$ cat src/rtl/thr_pkg.sv
package thr_pkg;
  localparam int TW = 12;            // temperature code width
  localparam int EVW = 32;           // event word width
  localparam int PAGE_LSB = 6;       // 16 words of 4 bytes per page
  localparam int SIW = PAGE_LSB - 2; // word index width inside a page

  // word indices inside page 0
  localparam logic [SIW-1:0] IX_CTRL    = 4'd0;
  localparam logic [SIW-1:0] IX_IEN     = 4'd1;
  localparam logic [SIW-1:0] IX_UL_STAT = 4'd4;
  localparam logic [SIW-1:0] IX_UL_CLR  = 4'd5;
  localparam logic [SIW-1:0] IX_UL_MASK = 4'd6;
  localparam logic [SIW-1:0] IX_CR_STAT = 4'd8;
  localparam logic [SIW-1:0] IX_CR_CLR  = 4'd9;
  localparam logic [SIW-1:0] IX_CR_MASK = 4'd10;
  localparam logic [SIW-1:0] IX_READY   = 4'd12;

  // per-sensor pages
  localparam int PG_THR  = 4; // 0x100
  localparam int PG_CRIT = 6; // 0x180
  localparam int PG_STAT = 8; // 0x200

  localparam logic [TW-1:0] LIM_MAX = 12'h7FF;
  localparam logic [TW-1:0] LIM_MIN = 12'h800;

  function automatic logic code_at_least(input logic [TW-1:0] smp,
                                         input logic [TW-1:0] lim);
    return $signed(smp) >= $signed(lim);
  endfunction

  function automatic logic code_at_most(input logic [TW-1:0] smp,
                                        input logic [TW-1:0] lim);
    return $signed(smp) <= $signed(lim);
  endfunction
endpackage

$ cat src/rtl/thr_sensor_slice.sv
module thr_sensor_slice
  import thr_pkg::*;
(
  input  logic          clk,
  input  logic          rst_n,
  input  logic          active,
  input  logic          stb,
  input  logic [TW-1:0] code,
  input  logic [TW-1:0] lim_lo,
  input  logic [TW-1:0] lim_hi,
  input  logic [TW-1:0] lim_cr,
  output logic [TW-1:0] temp_q,
  output logic          valid_q,
  output logic          seen_q,
  output logic          ev_lo,
  output logic          ev_hi,
  output logic          ev_cr
);
  logic take;
  assign take  = stb & active;
  assign ev_hi = take & code_at_least(code, lim_hi);
  assign ev_lo = take & code_at_most(code, lim_lo);
  assign ev_cr = take & code_at_least(code, lim_cr);

  always_ff @(posedge clk) begin
    if (!rst_n) begin
      temp_q  <= '0;
      valid_q <= 1'b0;
      seen_q  <= 1'b0;
    end else if (!active) begin
      valid_q <= 1'b0;
      seen_q  <= 1'b0;
    end else if (stb) begin
      temp_q  <= code;
      valid_q <= 1'b0;
      seen_q  <= 1'b1;
    end else if (seen_q) begin
      valid_q <= 1'b1;
    end
  end
endmodule

$ cat src/rtl/thr_event_reg.sv
module thr_event_reg #(
  parameter int W = 32,
  parameter logic [W-1:0] MASK_RST = '0
) (
  input  logic         clk,
  input  logic         rst_n,
  input  logic [W-1:0] set_i,
  input  logic         clr_we,
  input  logic         mask_we,
  input  logic [W-1:0] wdata,
  output logic [W-1:0] status_q,
  output logic [W-1:0] mask_q,
  output logic [W-1:0] clr_q,
  output logic [W-1:0] pend
);
  assign pend = status_q & ~mask_q;

  always_ff @(posedge clk) begin
    if (!rst_n) begin
      status_q <= '0;
      mask_q   <= MASK_RST;
      clr_q    <= '0;
    end else begin
      status_q <= (status_q | set_i) & ~clr_q;
      if (clr_we)  clr_q  <= wdata;
      if (mask_we) mask_q <= wdata;
    end
  end
endmodule

$ cat src/rtl/thermal_thresh_irq.sv
module thermal_thresh_irq
  import thr_pkg::*;
#(
  parameter int NSENS = 16,
  parameter int AW = 10
) (
  input  logic                clk,
  input  logic                rst_n,
  input  logic [NSENS-1:0]    smp_stb,
  input  logic [NSENS*TW-1:0] smp_code,
  input  logic                wdog_evt,
  input  logic                cycle_evt,
  input  logic                reg_we,
  input  logic [AW-1:0]       reg_addr,
  input  logic [31:0]         reg_wdata,
  output logic [31:0]         reg_rdata,
  output logic                irq_ul,
  output logic                irq_crit
);
  localparam int CTRL_W = 3 + NSENS;
  localparam int PGW = AW - PAGE_LSB;
  localparam int HALF = EVW / 2;

  logic [CTRL_W-1:0] ctrl_q;
  logic [2:0]        ien_q;
  logic [2*TW-1:0]   thr_q  [NSENS];
  logic [TW-1:0]     crit_q [NSENS];

  logic [PGW-1:0] page;
  logic [SIW-1:0] idx;
  logic           aligned, pg0;
  assign page    = reg_addr[AW-1:PAGE_LSB];
  assign idx     = reg_addr[PAGE_LSB-1:2];
  assign aligned = (reg_addr[1:0] == 2'b00);
  assign pg0     = aligned && (page == '0);

  logic gen_en;
  logic [NSENS-1:0] active, seen_vec, valid_vec, ev_lo, ev_hi, ev_cr;
  logic [TW-1:0] temp_vec [NSENS];
  logic ready;

  assign gen_en = ctrl_q[0];
  assign active = ctrl_q[3 +: NSENS] & {NSENS{gen_en}};
  assign ready  = gen_en & (&(seen_vec | ~active));

  // register writes
  always_ff @(posedge clk) begin
    if (!rst_n) begin
      ctrl_q <= '0;
      ien_q  <= '0;
      for (int i = 0; i < NSENS; i++) begin
        thr_q[i]  <= {LIM_MAX, LIM_MIN};
        crit_q[i] <= LIM_MAX;
      end
    end else if (reg_we) begin
      if (pg0 && idx == IX_CTRL) ctrl_q <= reg_wdata[CTRL_W-1:0];
      if (pg0 && idx == IX_IEN)  ien_q  <= reg_wdata[2:0];
      for (int i = 0; i < NSENS; i++) begin
        if (aligned && page == PGW'(PG_THR) && idx == SIW'(i))
          thr_q[i] <= reg_wdata[2*TW-1:0];
        if (aligned && page == PGW'(PG_CRIT) && idx == SIW'(i))
          crit_q[i] <= reg_wdata[TW-1:0];
      end
    end
  end

  // per-sensor compare slices
  for (genvar g = 0; g < NSENS; g++) begin : g_slice
    thr_sensor_slice u_slice (
      .clk    (clk),
      .rst_n  (rst_n),
      .active (active[g]),
      .stb    (smp_stb[g]),
      .code   (smp_code[g*TW +: TW]),
      .lim_lo (thr_q[g][TW-1:0]),
      .lim_hi (thr_q[g][2*TW-1:TW]),
      .lim_cr (crit_q[g]),
      .temp_q (temp_vec[g]),
      .valid_q(valid_vec[g]),
      .seen_q (seen_vec[g]),
      .ev_lo  (ev_lo[g]),
      .ev_hi  (ev_hi[g]),
      .ev_cr  (ev_cr[g])
    );
  end

  // event vectors
  logic [EVW-1:0] ul_set, cr_set;
  always_comb begin
    ul_set = '0;
    cr_set = '0;
    for (int i = 0; i < NSENS; i++) begin
      ul_set[i]        = ev_lo[i];
      ul_set[HALF + i] = ev_hi[i];
      cr_set[i]        = ev_cr[i];
    end
    cr_set[EVW-1] = wdog_evt;
    cr_set[EVW-2] = cycle_evt;
  end

  logic [EVW-1:0] ul_st, ul_mask, ul_clr, ul_pend;
  logic [EVW-1:0] cr_st, cr_mask, cr_clr, cr_pend;

  thr_event_reg #(.W(EVW), .MASK_RST({EVW{1'b1}})) u_ul_evt (
    .clk     (clk),
    .rst_n   (rst_n),
    .set_i   (ul_set),
    .clr_we  (reg_we && pg0 && idx == IX_UL_CLR),
    .mask_we (reg_we && pg0 && idx == IX_UL_MASK),
    .wdata   (reg_wdata),
    .status_q(ul_st),
    .mask_q  (ul_mask),
    .clr_q   (ul_clr),
    .pend    (ul_pend)
  );

  thr_event_reg #(.W(EVW), .MASK_RST('0)) u_cr_evt (
    .clk     (clk),
    .rst_n   (rst_n),
    .set_i   (cr_set),
    .clr_we  (reg_we && pg0 && idx == IX_CR_CLR),
    .mask_we (reg_we && pg0 && idx == IX_CR_MASK),
    .wdata   (reg_wdata),
    .status_q(cr_st),
    .mask_q  (cr_mask),
    .clr_q   (cr_clr),
    .pend    (cr_pend)
  );

  assign irq_ul   = (ien_q[0] & (|ul_pend[HALF-1:0]))
                  | (ien_q[1] & (|ul_pend[EVW-1:HALF]));
  assign irq_crit = ien_q[2] & (|cr_pend);

  // read path
  always_comb begin
    reg_rdata = '0;
    if (pg0) begin
      case (idx)
        IX_CTRL:    reg_rdata = 32'(ctrl_q);
        IX_IEN:     reg_rdata = 32'(ien_q);
        IX_UL_STAT: reg_rdata = ul_st;
        IX_UL_CLR:  reg_rdata = ul_clr;
        IX_UL_MASK: reg_rdata = ul_mask;
        IX_CR_STAT: reg_rdata = cr_st;
        IX_CR_CLR:  reg_rdata = cr_clr;
        IX_CR_MASK: reg_rdata = cr_mask;
        IX_READY:   reg_rdata = {28'd0, ready, 3'd0};
        default:    reg_rdata = '0;
      endcase
    end else if (aligned) begin
      for (int i = 0; i < NSENS; i++) begin
        if (idx == SIW'(i)) begin
          if (page == PGW'(PG_THR))  reg_rdata = 32'(thr_q[i]);
          if (page == PGW'(PG_CRIT)) reg_rdata = 32'(crit_q[i]);
          if (page == PGW'(PG_STAT))
            reg_rdata = {10'd0, valid_vec[i] & ready, 1'b0, cr_st[i],
                         ul_st[HALF + i], ul_st[i], 5'd0, temp_vec[i]};
        end
      end
    end
  end
endmodule

$ cat config.mk
export PLATFORM = sky130hd
export DESIGN_NAME = thermal_thresh_irq
export DESIGN_NICKNAME = d
export VERILOG_FILES = /design/src/rtl/thr_pkg.sv /design/src/rtl/thr_sensor_slice.sv /design/src/rtl/thr_event_reg.sv /design/src/rtl/thermal_thresh_irq.sv
export SDC_FILE = /design/constraint.sdc
export NUM_CORES = 2
export LEC_CHECK = 0
export BUFFER_PORTS_ARGS = -buffer_cell sky130_fd_sc_hd__buf_2
export CORE_ASPECT_RATIO = 0.6
export CORE_MARGIN = 8
export CORE_UTILIZATION = 40
export DETAILED_ROUTE_END_ITERATION = 10
export HOLD_SLACK_MARGIN = 0.02
export PLACE_DENSITY = 0.6
export SYNTH_ARGS = -nofsm -noshare
export SYNTH_HDL_FRONTEND = slang
export SYNTH_HIERARCHICAL = 1
export SYNTH_SLANG_ARGS = --single-unit
export TNS_END_PERCENT = 10
$ cat constraint.sdc
create_clock -name clk -period 7.22 [get_ports clk]
set_input_delay 0.361 -clock clk [delete_from_list [all_inputs] [get_ports clk]]
set_output_delay 0.361 -clock clk [all_outputs]
set_load 0.05 [all_outputs]
==> impl_metrics.toml <==
[sta]
setup_violations = 0
tightest_slew_ns = 1.542
fin_ws_ns = 1.314
fmax_ghz = 0.1693
tns_ns = 0
slew_violations = 4
min_period_ns = 5.906
finalCritPeriodShare_pct = 81.80
hold-worst-slack_ns = 0.06378
skew_ns = 0.02661
relSlewSlack_pct = -3.296
hold_violations = 0
rsz0062_at_grt = "no"

[final_layout]
final_util_pct = 46.44
drive_above_1_share_pct = 10.54
fill_cells = 14280
instances_no_fill = 8883
area_growth_pct = 15.86
nets = 7577

[power_and_ir_drop]
vdd.ir_drop.worst_v = 0.0001782
power.leakage_nw = 26.95
powerDensity_nw_per_um2 = 208.4

[logic_synthesis]
synth-seq-cells = 1014
ys_seq_area_share_pct = 43.59
yosysWarnings = 6
synthTopCellsByArea = "edfxtp_1 (29%), dfxtp_1 (15%), ha_1 (12%)"
synth_ff_type = "edfxtp_1"
yosysMostFrequentCell = "nand2_1"
syn_avg_cell_area_um2 = 9.488
synth_cells = 6302
postSynth.asyncResetShare_pct = 0
yosysTopAreaCell = "edfxtp_1"
yosys-top-cells-count = "nand2_1 (828), inv_1 (693), edfxtp_1 (576), ha_1 (576), dfxtp_1 (438)"
synth_cell_types = 94
synth_area_um2 = 59800
synth-edff-count = 576
synth_top_area_share_pct = 28.93

[place]
portBuffers = 288
pre_cts_ws_ns = 1.703
gp_congestion = 1.056
placed_cells = 8412
dp_hpwl_um = 263300

[critical_path]
cp_max_fo = 30
critPathBufInv = 3
arrival_ns = 5.55
crit_family = "compound AO/OA/AOI/OAI gates"
critical_path_required_ns = 6.86
cp-start-kind = "primary input"
crit_path_top_delay_cell = "o22ai_1"
worstSetupEndpointType = "output pin"
critPathMaxStageDelay_ns = 1.16
crit_type = "primary input to output pin"
path_cells = "buf_2, nor2b_1, nand2_1, o22ai_1, a2111oi_0, buf_4, o211ai_1, o211ai_1, o21ai_1, buf_2"

[routing]
drc = 0
ant_nets = 0
drt_wl_total_um = 343700
viasPerCell = 6.491
firstDrtPassIters = 11
vias = 57661
drtIter0Drc = 11222
wl_per_cell_um = 38.69

[floorplan]
num_rows = 110
initial_core_util_pct = 40.08
fp.dieArea_um2 = 162500
fp.dieW_um = 515.2
core_um2 = 149200
ios = 289
die_h_um = 315.5

[grt]
antenna_found_initial = 60
grt_pass1_wl_um = 453100
overflow = 0
grt_pass1_vias = 51403
grt_max_degree = 219
grt.total_usage_pct = 40.41

[clock_tree]
cts_buffer_depth = 3
cts_tree = "done"
insertion_delay_ns = 0.79
cts_buffers = 104
cts_max_level = 3
cts.clk_slew.worst_paths_ns = 0.07
root_buffer = "clkbuf_16"
cts-resized-gates = 0
cts_sinks = 1014

[status]
status = "finished with violations"
violations = "capacitance limit, slew limit"

[job]
maxCapViolations = 2

[min_path]
hold_path_class = "primary input to flop"
## routing by layer
metal | vias to the layer above | global-route usage [%] | share of wire, %
met5 | - | 1.518 | 0.095
met4 | 22 | 12.07 | 3.5
met3 | 617 | 24.19 | 19
met2 | 4878 | 48.44 | 35
met1 | 28486 | 58.38 | 42
li1 | 23658 | - | -
## worst register-to-register path, cell delays in order, from the launching register on
cell and delay [ns]:
dfxtp_1 0.95, and2_1 0.72, and2_2 0.50, o2111ai_1 0.24, o32ai_2 1.15, nor2_1 0.14
nor3b_1 0.24
## state kept, by name, summed over array words and instances, names as in the netlist
name	flops
u_cr_evt/mask_q	32
u_ul_evt/clr_q	32
g_slice.u_slice/temp_q	192
ctrl_q	19
thr_q	384
u_ul_evt/mask_q	32
crit_q	192
g_slice.u_slice/valid_q	16
u_cr_evt/status_q	32
u_ul_evt/status_q	32
u_cr_evt/clr_q	32
ien_q	3
g_slice.u_slice/seen_q	16
## final cells by class
class | count | area, um2 | area share (%)
clock buffers | 135 | 2789 | 4.025
repair buffers | 675 | 5067 | 7.314
flip-flops and latches | 1014 | 26070 | 37.62
diodes | 33 | 82.58 | 0.1192
clock inverters | 59 | 620.6 | 0.8958
inverters | 693 | 2601 | 3.755
well taps | 2016 | 2522 | 3.641
multi-input cells | 4258 | 29530 | 42.63
## layout by cell type, fill, tap and decap left out, types with 21 or more instances in the layout
master | Yosys | layout
nand2_1 | 828 | 827
inv_1 | 693 | 693
edfxtp_1 | 576 | 576
ha_1 | 576 | 576
dfxtp_1 | 438 | 438
nor2_1 | 402 | 395
buf_2 | 106 | 287
a21oi_1 | 264 | 264
dlygate4sd3_1 | 0 | 244
nor2b_1 | 239 | 231
a21boi_0 | 229 | 229
a22oi_1 | 176 | 176
mux2i_1 | 162 | 162
nand4_1 | 140 | 140
buf_4 | 52 | 135
o22ai_1 | 134 | 134
clkbuf_16 | 0 | 104
o21ai_0 | 106 | 93
nand3_1 | 87 | 87
a222oi_1 | 75 | 75
nor3b_1 | 65 | 65
o211ai_1 | 56 | 56
nor3_1 | 57 | 55
a221oi_1 | 52 | 52
a21o_1 | 51 | 51
o221ai_1 | 50 | 50
a31oi_1 | 47 | 46
diode_2 | 0 | 33
o21bai_1 | 32 | 32
nand2b_1 | 26 | 26
nor4_1 | 27 | 26
a22o_1 | 24 | 24
or2_2 | 24 | 24
clkbuf_1 | 144 | 24
a211o_1 | 21 | 21
## per-stage QoR
stage               cell area (um2)  total power [W]
finish                        69280          0.01444
global route                  69210          0.01471
floorplan                     59840         0.007521
global placement              63350         0.008558
CTS                           69200          0.01427
detailed placement            63350         0.008588
## cells by family (layout without fill, tap and decap cells)
logic type                 count (synthesis)  after routing  share of synthesized area [%]
and+or+nand+nor                         1998           1998                          15.88
AOI/OAI and AO/OA                       1504           1504                          18.10
buffers and inverters                   1043           1562                          7.583
DFF                                     1014           1014                          43.59
adders and majority gates                576            576                          12.05
muxes                                    166            166                          2.787
other                                      1             47                       0.006271
## path summary, 6_finish.rpt
kind	cells after the start	startpoint	slack, ns	endpoint
worst max-delay path	10	reg_addr[2]	1.31	reg_rdata[9]
worst min-delay path	3	reg_wdata[12]	0.06	ctrl_q[12]
worst max register to register	6	ctrl_q[0]	3.20	u_ul_evt/status_q[12]
worst min register to register	1	u_cr_evt/clr_q[31]	0.44	u_cr_evt/status_q[31]
## timing repair
| action | CTS | global route |
|---|---|---|
| buffers inserted | 0 | 0 |
| endpoints found under the hold margin | 305 | 0 |
| hold buffers | 244 | 0 |
## report_power, final
part           internal [W]  switching, W  total (W)
Sequential          0.00633      0.000367    0.00670
Clock               0.00304       0.00266    0.00571
Combinational      0.000678       0.00136    0.00203
Power figures use the tool's default switching activity.
